### config.mk
export PLATFORM = sky130hd
export DESIGN_NAME = fr_exec_unit
export DESIGN_NICKNAME = d
export VERILOG_FILES = /design/src/rtl/fr_exec_pkg.sv /design/src/rtl/fr_regfile.sv /design/src/rtl/fr_alu.sv /design/src/rtl/fr_exec_unit.sv
export SDC_FILE = /design/constraint.sdc
export NUM_CORES = 1
export LEC_CHECK = 0
export ABC_AREA = 1
export BUFFER_PORTS_ARGS = -buffer_cell sky130_fd_sc_hd__buf_4
export CORE_MARGIN = 4
export CORE_UTILIZATION = 46
export DETAILED_ROUTE_END_ITERATION = 6
export GPL_TIMING_DRIVEN = 1
export HOLD_SLACK_MARGIN = 0.03
export SLEW_MARGIN = 20
export SYNTH_ARGS = -nofsm -noshare
export SYNTH_HDL_FRONTEND = slang
export SYNTH_SLANG_ARGS = --single-unit
export TNS_END_PERCENT = 5
### constraint.sdc
create_clock -name clk -period 9.66 [get_ports clk]
set_clock_uncertainty 0.1 [all_clocks]
set_input_delay 1.449 -clock clk [delete_from_list [all_inputs] [get_ports clk]]
set_output_delay 1.449 -clock clk [all_outputs]
set_load 0.005 [all_outputs]
### src/rtl/fr_exec_pkg.sv
package fr_exec_pkg;
  localparam logic [2:0] OPC_NOP  = 3'd0;
  localparam logic [2:0] OPC_BTSS = 3'd1;
  localparam logic [2:0] OPC_COMP = 3'd2;
  localparam logic [2:0] OPC_DEC  = 3'd3;
  localparam logic [2:0] OPC_CLRF = 3'd4;
  localparam logic [2:0] OPC_CLRW = 3'd5;
endpackage

### src/rtl/fr_regfile.sv
module fr_regfile #(
  parameter int DW    = 8,
  parameter int DEPTH = 128,
  parameter int AW    = $clog2(DEPTH)
) (
  input  logic          clk,
  input  logic          rst,
  input  logic          we,
  input  logic [AW-1:0] waddr,
  input  logic [DW-1:0] wdata,
  input  logic [AW-1:0] raddr,
  output logic [DW-1:0] rdata
);
  logic [DW-1:0]    mem [DEPTH];
  logic [DEPTH-1:0] written_q;

  // storage without reset so it maps onto distributed RAM
  always_ff @(posedge clk) begin
    if (we) mem[waddr] <= wdata;
  end

  // per-entry flag makes a never-written entry read as zero after reset
  always_ff @(posedge clk) begin
    if (rst)     written_q <= '0;
    else if (we) written_q[waddr] <= 1'b1;
  end

  assign rdata = written_q[raddr] ? mem[raddr] : '0;

  p_written_after_we_r11: assert property (@(posedge clk) disable iff (rst)
    we |=> written_q[$past(waddr)]);
endmodule

### src/rtl/fr_alu.sv
module fr_alu
  import fr_exec_pkg::*;
#(
  parameter int DW = 8,
  parameter int BW = $clog2(DW)
) (
  input  logic [2:0]    op,
  input  logic          dest,
  input  logic [DW-1:0] operand,
  input  logic [BW-1:0] bsel,
  output logic [DW-1:0] res,
  output logic          res_valid,
  output logic          res_to_file,
  output logic          z_valid,
  output logic          z_val,
  output logic          skip_req
);
  localparam logic [DW-1:0] ONE = {{(DW-1){1'b0}}, 1'b1};

  always_comb begin
    res         = '0;
    res_valid   = 1'b0;
    res_to_file = 1'b0;
    z_valid     = 1'b0;
    skip_req    = 1'b0;
    unique case (op)
      OPC_BTSS: skip_req = operand[bsel];
      OPC_COMP: begin
        res = ~operand; res_valid = 1'b1; res_to_file = dest; z_valid = 1'b1;
      end
      OPC_DEC: begin
        res = operand - ONE; res_valid = 1'b1; res_to_file = dest; z_valid = 1'b1;
      end
      OPC_CLRF: begin
        res_valid = 1'b1; res_to_file = 1'b1; z_valid = 1'b1;
      end
      OPC_CLRW: begin
        res_valid = 1'b1; z_valid = 1'b1;
      end
      default: ;
    endcase
  end

  assign z_val = (res == '0);

  // wrap from zero yields all ones with zero flag clear
  always_comb begin
    if (op == OPC_DEC && operand == '0)
      p_dec_wrap_r6: assert (res == '1 && !z_val);
  end
endmodule

### src/rtl/fr_exec_unit.sv
module fr_exec_unit
  import fr_exec_pkg::*;
#(
  parameter int DW    = 8,
  parameter int DEPTH = 128,
  parameter int AW    = $clog2(DEPTH),
  parameter int BW    = $clog2(DW)
) (
  input  logic          clk,
  input  logic          rst,
  input  logic          issue_valid,
  input  logic [2:0]    op,
  input  logic [AW-1:0] faddr,
  input  logic [BW-1:0] bsel,
  input  logic          dest,
  output logic [DW-1:0] w_out,
  output logic          zero_flag,
  output logic          skip_next
);
  logic [DW-1:0] rd_data, res;
  logic res_valid, res_to_file, z_valid, z_val, skip_req;
  logic exec, file_we, w_we;
  logic [DW-1:0] w_q;
  logic z_q, skip_q;

  fr_regfile #(.DW(DW), .DEPTH(DEPTH), .AW(AW)) u_rf (
    .clk(clk), .rst(rst), .we(file_we), .waddr(faddr), .wdata(res),
    .raddr(faddr), .rdata(rd_data)
  );

  fr_alu #(.DW(DW), .BW(BW)) u_alu (
    .op(op), .dest(dest), .operand(rd_data), .bsel(bsel),
    .res(res), .res_valid(res_valid), .res_to_file(res_to_file),
    .z_valid(z_valid), .z_val(z_val), .skip_req(skip_req)
  );

  // a slot executes only when valid and not annulled by a pending skip
  assign exec    = issue_valid && !skip_q;
  assign file_we = exec && res_valid && res_to_file;
  assign w_we    = exec && res_valid && !res_to_file;

  always_ff @(posedge clk) begin
    if (rst) begin
      w_q    <= '0;
      z_q    <= 1'b0;
      skip_q <= 1'b0;
    end else begin
      if (w_we)          w_q    <= res;
      if (exec && z_valid) z_q  <= z_val;
      if (issue_valid)   skip_q <= exec && skip_req;
    end
  end

  assign w_out     = w_q;
  assign zero_flag = z_q;
  assign skip_next = skip_q;

  p_reset_state_r9: assert property (@(posedge clk)
    rst |=> (w_q == '0 && !z_q && !skip_q));

  p_skip_one_slot_r2: assert property (@(posedge clk) disable iff (rst)
    (skip_q && issue_valid) |=> !skip_q);

  p_annul_no_write_r2: assert property (@(posedge clk) disable iff (rst)
    (skip_q && issue_valid) |=> ($stable(w_q) && $stable(z_q)));

  p_btss_keeps_state_r3: assert property (@(posedge clk) disable iff (rst)
    (exec && op == OPC_BTSS) |=> ($stable(w_q) && $stable(z_q)));

  p_clrw_result_r8: assert property (@(posedge clk) disable iff (rst)
    (exec && op == OPC_CLRW) |=> (w_q == '0 && z_q));

  p_idle_hold_r10: assert property (@(posedge clk) disable iff (rst)
    !issue_valid |=> ($stable(w_q) && $stable(z_q) && $stable(skip_q)));
endmodule

* Word-level counts from Yosys, hierarchy flattened
Memories as Yosys holds them, arrays and structs flattened.
Cells that the tools add are included.
Widths: inputs -> output; s select.
** Cells by class
- $lt $le $gt $ge :: 3
- Add/subtract/negate cells :: 1
- Bitwise operators :: 2
- Eq/ne operators :: 5
- Reductions and logical operators :: 11
- Mux-type cells :: 13
** Operators with widths (number)
- $or 128x128->128 :: 1
- $pmux 8 s2 :: 1
- $logic_not 8->1 :: 1
- $lt 7x8->1 const B :: 1
- $mux 8 :: 1
- $not 8->8 :: 1
- $sub 8x1->8 const B :: 1
- $bmux 1 s7 :: 1
- $demux 1 s7 :: 1
- $ge 7x1->1 const B :: 1
- $mux 1 :: 7
- $eq 3x2->1 const B :: 2
- $eq 3x3->1 const B :: 2
- $logic_and 1x1->1 :: 6
- $lt 3x4->1 const B :: 1
- $reduce_or 4->1 :: 1
- $bmux 1 s3 :: 1
- $eq 3x1->1 const B :: 1
- $logic_not 1->1 :: 2
- $pmux 1 s2 :: 1
- $reduce_or 2->1 :: 1
** Storage, ports and cells
- Input bits :: 17
- Bits in writable memories :: 1024
- Word-level logic and storage cells :: 40
- Flip-flop bits (word level) :: 138
- Memories kept :: 1
- Output and inout bits :: 10
** Memories
- u_rf.mem :: depth 128, bits a word 8, read ports 1, clocked after Yosys merged registers in 0, wr ports 1, line fr_regfile.sv:14 : logic [DW-1:0] mem [DEPTH];

* Logic depth before layout (Yosys ltp)
Gate-level depths: netlist (run 1).
- Depth after elaboration :: 7
- Mapped depth :: 28
- Depth with buffers taken out :: 25

* Hierarchy
Synthesis (run 1) repeated with hierarchy kept, for this count alone.
** Unflattened totals
- Cell total of the unflattened synthesis :: 4486
- Area total of the unflattened synthesis :: 47888.4 µm²
** By module, submodules not included
- fr_regfile :: seq. area each 33311.9 µm², cells each 4336, area an instance 46993.8 µm², times used 1
- fr_exec_unit :: seq. area each 200.2 µm², cells each 67, area an instance 486.7 µm², times used 1
- fr_alu :: seq. area each 0.0 µm², cells each 83, area an instance 407.9 µm², times used 1

* Least setup slack after synthesis (run 1)
OpenSTA, ideal clock, no wires.
- Path kind :: input-to-reg
- From :: in faddr[1]
- To :: mem u_rf.mem[0][2] (data pin)
- Slack :: 1.966 ns
- Data arrival time :: 6.689 ns
- Cell stages on the path :: 19
- Path buffers :: 3
- Required time :: 8.656 ns
- Library setup time :: 0.904 ns
- Cells stage by stage :: buf_4 -> inv_2 -> buf_2 -> clkbuf_1 -> nand2_1 -> nand2_1 -> nand2_1 -> nand2_1 -> nand2_1 -> nand2_1 -> nor2_1 -> nor2_1 -> nor2_1 -> nand2_1 -> nand2_2 -> ha_1 -> nor2_1 -> nand3_1 -> a21oi_1
** On the way
- Word-level cells in the longest chain between the ends :: 5
- Elaborated cells between the ends (all ways) :: 7
- Classes of those cells :: add/sub: 1; mux: 4; bitwise: 1; memory: 1
** Ends and longest elaborated chain
- start: declaration :: line fr_exec_unit.sv:13 : input logic [AW-1:0] faddr,
- $bmux 1 s7 :: line fr_regfile.sv:28 : assign rdata = written_q[raddr] ? mem[raddr] : '0;
- $mux 1 (not written as such) :: line fr_regfile.sv:28
- $mux 8 * :: line fr_regfile.sv:28
- $sub 8x1->8 / $not 8->8 (equally long branches) :: line fr_alu.sv:32, fr_alu.sv:29
- $pmux 8 s2 * :: line fr_alu.sv:26 : unique case (op)
- net res[2] :: line fr_exec_unit.sv:20 : logic [DW-1:0] rd_data, res;
- end: declaration :: line fr_regfile.sv:14
Mark *: on every way through the listed nets, which the timed path passes. The rest lies on a longest branch. The select of a mux whose other input is x is not followed.

* Worst setup path in the final report (run 1)
- From :: in faddr[0]
- To :: mem u_rf.mem[72][7] (data pin)
Same word-level chain as after synthesis.

==> impl_metrics.json, run 1 <==
{
  "finalSetupTns_ps": 0,
  "area_growth_pct": 11.03,
  "synth_nets": 4933,
  "synth-seq-cells": 1162,
  "netlist_instances": 4914,
  "p_seq_share_pct": 51.7,
  "maxCapViolations": 0,
  "post-place-ws_ps": 2596,
  "clk_pin_slew_ps": 60,
  "crit_chain": "buf_8 > buf_12 > buf_4 > nand2_1 > nand3_1 > nand2_1 > o21ai_0 > nand2_1 > nor2_1 > nor2_1 > nor2_1 > nand2_1 > nand2_2 > nand2_2 > nor2_4 > nand3_1 > nand3_1 > nand2_1 > nand2_1 > clkinv_2 > buf_4",
  "routed.top_layer": "met5",
  "gp_congestion": 0.9245,
  "grt_pass1_wl_mm": 204.3,
  "numClockSinks": 1162,
  "track_usage_pct": 24.51,
  "ys_warn_count": 0,
  "rows": 119,
  "core_sq_um": 105600,
  "cts_tree": "done",
  "port-buffer-count": 26,
  "wirelength_mm": 138.9,
  "cellLeakagePower_nw": 22.29,
  "critPathMostFrequentCell": "nand2_1",
  "fin_ws_ps": 3168,
  "status": "complete, no violations",
  "hp-class": "register to register",
  "grt_pass1_vias": 31340,
  "die_y_um": 334.3,
  "cts-root-buf": "clkbuf_16",
  "arrival_ps": 6760,
  "wl_met2_mm": 62.40,
  "clock_latency_ps": 710,
  "drv_slew": 0,
  "cts_hold_buf": 0,
  "vias": 33710,
  "hpwlAfterDp_mm": 83.45,
  "max_stage_delay_ps": 760,
  "start_kind": "input pin",
  "critPathKind": "input pin to register",
  "ios": 27,
  "routed_via_density": 5.256,
  "rsz0062_at_grt": "false",
  "power_per_cell_area_nw_per_um2": 193.4,
  "synth_edf_count": 1024,
  "final_hold_viol_count": 0,
  "drt_first_iter_violations": 3627,
  "slowest_stage": "buf_4",
  "combPwrFrac_pct": 5.7,
  "synthesis.area_sq_um": 48970,
  "die_x_um": 334.3,
  "tightest_slew_ps": 1178,
  "netSwitchingFraction_pct": 22.51,
  "timing.fmax_mhz": 154.0,
  "antenna_found_initial": 7,
  "relSlewSlack_pct": 21.19,
  "ys_seq_area_share_pct": 68.43,
  "synthArstFlopShare_pct": 0,
  "clock_path_buffers": 3,
  "finalSetupViolations": 0,
  "synthDistinctLibCells": 32,
  "htree_levels": 3,
  "p_switching_mw": 2.368,
  "post-cts-setup-buffers": 0,
  "synthFlopType": "edfxtp_1",
  "ir_worst_vdd_mv": 0.2001,
  "cts_resized": 0,
  "drive_gt1_share_pct": 7.669,
  "syn_area_per_cell_sq_um": 9.966,
  "layout_min_cycle_time_ps": 6492,
  "crit_required_ps": 9930,
  "drcViolationCount": 0,
  "wl_met1_mm": 60.07,
  "antenna_left": 0,
  "nets": 4939,
  "initial_utilization_pct": 46.39,
  "grt_max_degree": 197,
  "design.die.area_sq_um": 111800,
  "overflow": 0,
  "cp-end-kind": "register",
  "worst-path-max-fanout": 130,
  "dr_wl_met3_mm": 12.06,
  "p_int_mw": 8.148,
  "wl_per_cell_um": 21.66,
  "pwr-share-clk_pct": 42.6,
  "drtPass1Iterations": 6,
  "period_share_pct": 67.21,
  "cts_made_buffers": 117
}
==> worst max-delay path, delay by kind of cell <==
| kind | cells | cell delay [ps] |
|---|---|---|
| and+or+nand+nor | 15 | 1780 |
| AOI/OAI and AO/OA | 1 | 530 |
| buffers and inverters | 5 | 2730 |
==> synth_stat cells, types with 2 or more instances <==
cell type | number | area (sq um)
a22oi_1 | 12 | 90.09
or2_1 | 8 | 50.05
o211ai_1 | 38 | 285.3
edfxtp_1 | 1024 | 30750
nand3_1 | 197 | 986.0
ha_1 | 2 | 25.02
buf_4 | 23 | 172.7
nand2_2 | 7 | 43.79
a21oi_1 | 28 | 140.1
buf_2 | 108 | 540.5
dfxtp_1 | 138 | 2763
or2_2 | 40 | 250.2
nor2_4 | 4 | 45.04
nand3b_1 | 4 | 30.03
buf_1 | 16 | 60.06
nor2_1 | 664 | 2492
o21ai_0 | 135 | 675.7
nand2_1 | 1894 | 7109
clkinv_1 | 2 | 7.510
clkbuf_1 | 63 | 236.5
o21ai_1 | 50 | 250.2
inv_2 | 3 | 11.26
inv_1 | 391 | 1468
nor2_2 | 6 | 37.54
buf_6 | 19 | 214.0
nand4_1 | 32 | 200.2
==> power groups by stage <==
stage	combinational (mW)	clock, mW	sequential, mW
floorplan	0.370	0	5.55
global placement	0.587	0	5.55
detailed placement	0.587	0	5.55
CTS	0.590	4.54	5.44
global route	0.651	4.74	5.44
finish	0.594	4.48	5.44
==> kinds of logic (layout without fill, tap and decap cells) <==
kind of cell               after synthesis  after routing  synth area share, %
other                                    0              3                    0
buffers and inverters                  625            731                5.534
AOI/OAI and AO/OA                      267            267                3.002
DFF                                   1162           1162                68.43
adders and majority gates                2              2              0.05109
and+or+nand+nor                       2858           2858                22.99
==> worst paths after layout <==
kind,end,slack [ps],startpoint,cells after the start
worst min-delay path,u_rf.written_q[120],360,u_rf.written_q[120],2
worst max-delay path,u_rf.mem[72][7],3170,faddr[0],21
worst min register to register,u_rf.written_q[120],360,u_rf.written_q[120],2
worst max register to register,u_rf.mem[72][7],5130,u_rf.mem[103][2],18
==> stage by stage <==
| step | power (mW) | std cells | hold WS (ps) | instance area [sq um] | util (%) |
|---|---|---|---|---|---|
| floorplan | 5.918 | 4914 | 332.3 | 48970 | - |
| global placement | 6.132 | 6192 | 341.0 | 50520 | 47.85 |
| detailed placement | 6.133 | 6192 | 351.3 | 50540 | 47.88 |
| CTS | 10.56 | 6411 | 364.9 | 54320 | 51.46 |
| global route | 10.83 | 6411 | 382.6 | 54370 | 51.50 |
| finish | 10.52 | 6414 | 361.9 | 54380 | 51.51 |
==> state kept, by name, summed over array words and instances (netlist names) <==
| register | cells |
|---|---|
| zero_flag | 1 |
| skip_next | 1 |
| w_out | 8 |
| u_rf.written_q | 128 |
| u_rf.mem | 1024 |
==> layout by cell type (no fill, tap or decap), types with 2 or more instances in the layout <==
cell type / n
edfxtp_1: 1024
clkbuf_8: 19
clkinv_1: 15
nand2_1: 1893
diode_2: 3
bufinv_16: 6
a21oi_1: 27
nor2_4: 7
o21ai_1: 50
inv_6: 5
inv_4: 4
clkinv_2: 23
inv_2: 2
nand3b_1: 4
dfxtp_1: 138
or2_1: 8
nor2_2: 31
o21ai_0: 135
nand2_2: 7
buf_12: 7
ha_1: 2
nand4_1: 32
nand3_1: 197
a22oi_1: 12
or2_2: 40
inv_1: 385
buf_4: 108
nor2_1: 636
clkbuf_1: 33
o211ai_1: 38
clkbuf_16: 120
==> cell type report <==
type                    count  area [sq um]
fillers                  9447         51190
flip-flops and latches   1162         33510
multi-input cells        3127         12860
clock buffers             172          3388
well taps                1391          1740
inverters                 396          1513
repair buffers            116         965.9
clock inverters            47         395.4
diodes                      3         7.507
==> layer usage <==
| layer | vias up | global-route usage, % |
|---|---|---|
| met5 | - | 0 |
| met4 | 2 | 7.851 |
| met3 | 234 | 5.105 |
| met2 | 1287 | 37.71 |
| met1 | 16240 | 35.11 |
| li1 | 15960 | - |
(Power assumes the default switching activity.)
==> inputs of run 2 (changes only) <==
==> constraint.sdc (replaced) <==
create_clock -name clk -period 6.3 [get_ports clk]
set_clock_uncertainty 0.1 [all_clocks]
set_input_delay 0.945 -clock clk [delete_from_list [all_inputs] [get_ports clk]]
set_output_delay 0.945 -clock clk [all_outputs]
set_load 0.005 [all_outputs]
==> run 2 against run 1 <==
Effect of this change: setup slack got worse by 1900 ps; core utilization is 0.72 points higher; die area is the same; clock power grew 58%; hold slack improved by 1.1 ps; final cell count increased by 0.76%; clock-buffer cell count down 3; via count grew 0.88%; sequential power increased by 53%; register-to-register slack worse by 3000 ps.
==> impl_metrics.json, run 2 (synthesized netlist as in run 1, its figures left out) <==
{
  "status": "complete, no violations",
  "multi_input_area_sq_um": 12850,
  "gp_congestion": 0.8936,
  "rows": 119,
  "antenna_found_initial": 0,
  "final_common_cell": "nand2_1",
  "largest_register_ff_count": 1024,
  "r2r-start": "u_rf.mem[120][1]",
  "initial_utilization_pct": 46.39,
  "diodes": 0,
  "worst-path-max-fanout": 86,
  "finalSetupViolations": 0,
  "antenna_left": 0,
  "ios": 27,
  "cellLeakagePower_nw": 22.64,
  "startpoint": "faddr[0]",
  "clk_pin_slew_ps": 60,
  "crit_required_ps": 6600,
  "pwr-share-clk_pct": 43.2,
  "critPathMostFrequentCell": "nand2_1",
  "cts_made_buffers": 117,
  "rsz0062_at_grt": "false",
  "n_fill_cell": 9236,
  "combPwrFrac_pct": 6.0,
  "stdcell_area_sq_um": 55140,
  "port-buffer-count": 26,
  "critPathKind": "input pin to register",
  "track_usage_pct": 25.35,
  "htree_levels": 3,
  "netSwitchingFraction_pct": 22.77,
  "grt_pass1_vias": 31770,
  "maxCapViolations": 0,
  "area_growth_pct": 12.59,
  "holdWs_ps": 363.0,
  "p_int_mw": 12.66,
  "wirelength_mm": 142.9,
  "die_x_um": 334.3,
  "cts_tree": "done",
  "hpwlAfterDp_mm": 86.62,
  "finalSetupTns_ps": 0,
  "period_share_pct": 80.65,
  "overflow": 0,
  "timing.fmax_mhz": 196.8,
  "wl_per_cell_um": 22.11,
  "final_cell_mix": "nand2_1, edfxtp_1, nor2_1, inv_1, nand3_1",
  "vias": 34010,
  "cp-end-kind": "register",
  "drt_first_iter_violations": 3804,
  "core_sq_um": 105600,
  "final_hold_viol_count": 0,
  "drv_slew": 0,
  "top_register": "u_rf.mem",
  "layout_min_cycle_time_ps": 5081,
  "grt_max_degree": 111,
  "clock_path_buffers": 3,
  "placed_area_sq_um": 51160,
  "post-cts-setup-buffers": 0,
  "hp-class": "register to register",
  "crit_chain": "buf_8 > inv_8 > buf_12 > buf_4 > nand2_1 > nand3_1 > nand4_1 > nand2_1 > nand2_1 > nor2_1 > nor2_1 > nor2_1 > nand2_1 > nand2_2 > nand3_1 > nand2_1 > nor2_1 > nor2_4 > buf_4",
  "relSlewSlack_pct": 19.80,
  "clock_latency_ps": 730,
  "ir_worst_vdd_mv": 0.2574,
  "power_per_cell_area_nw_per_um2": 297.4,
  "arrival_ps": 5390,
  "grt_pass1_wl_mm": 211.0,
  "design.die.area_sq_um": 111800,
  "drtPass1Iterations": 6,
  "cts_hold_buf": 0,
  "p_switching_mw": 3.735,
  "start_kind": "input pin",
  "hold_path.startpoint": "u_rf.written_q[56]",
  "routed_via_density": 5.262,
  "slowest_stage": "buf_4",
  "max_stage_delay_ps": 710,
  "drive_gt1_share_pct": 8.517,
  "tightest_slew_ps": 1199,
  "p_seq_share_pct": 50.8,
  "seqCellArea_sq_um": 33510,
  "die_y_um": 334.3,
  "utilization_pct": 52.23,
  "worst-r2r-setup-slack_ps": 2150,
  "drcViolationCount": 0,
  "numClockSinks": 1162,
  "nets": 4987,
  "cts-root-buf": "clkbuf_16",
  "cts_resized": 0
}
run 2: cell count changes in the layout (fill, tap and decap cells not counted), moves of 4 or more:
cell,change
buf_12,+21
buf_4,+27
bufinv_16,+5
clkinv_16,+4
inv_6,-4
nor2_1,+4
nor2_2,-4
run 2: area by class of cell:
type	count	area share [%]
clock inverters	54	1.196
flip-flops and latches	1162	60.78
multi-input cells	3127	23.30
inverters	396	2.737
well taps	1391	3.156
repair buffers	164	2.882
clock buffers	169	5.954
run 2: power by group through the flow:
stage | logic (mW) | registers [mW] | clock network (mW)
after floorplan | 0.568 | 8.51 | 0
after global placement | 0.968 | 8.50 | 0
after detailed placement | 0.973 | 8.50 | 0
after CTS | 0.977 | 8.34 | 7.15
after global routing | 1.07 | 8.33 | 7.49
final | 0.986 | 8.34 | 7.08
run 2: worst paths after layout:
check	end	cells past startpoint
worst min register to register	u_rf.written_q[56]	2
worst max register to register	u_rf.mem[87][3]	15
worst max-delay path	u_rf.mem[87][3]	19
worst min-delay path	u_rf.written_q[56]	2
run 2: critical path, delay by kind of cell:
kind | cells | cell delay [ps]
AND/OR/NAND/NOR | 14 | 2120
buffers and inverters | 5 | 2110
run 2: routing by layer:
layer	up-vias	track usage [%]	wire, um
met4	0	7.712	4643
met1	16250	36.05	59950
met5	-	0	0
li1	16050	-	-
met2	1444	40.44	66000
met3	270	4.045	12310
run 2: metrics by stage:
stage                     instances  worst slack, ps  power (mW)
after floorplan                4914           -100.9       9.074
after global placement         6240            642.2       9.467
after detailed placement       6240            586.3       9.472
after CTS                      6463             1321       16.47
after global routing           6463             1002       16.89
final                          6463             1219       16.40
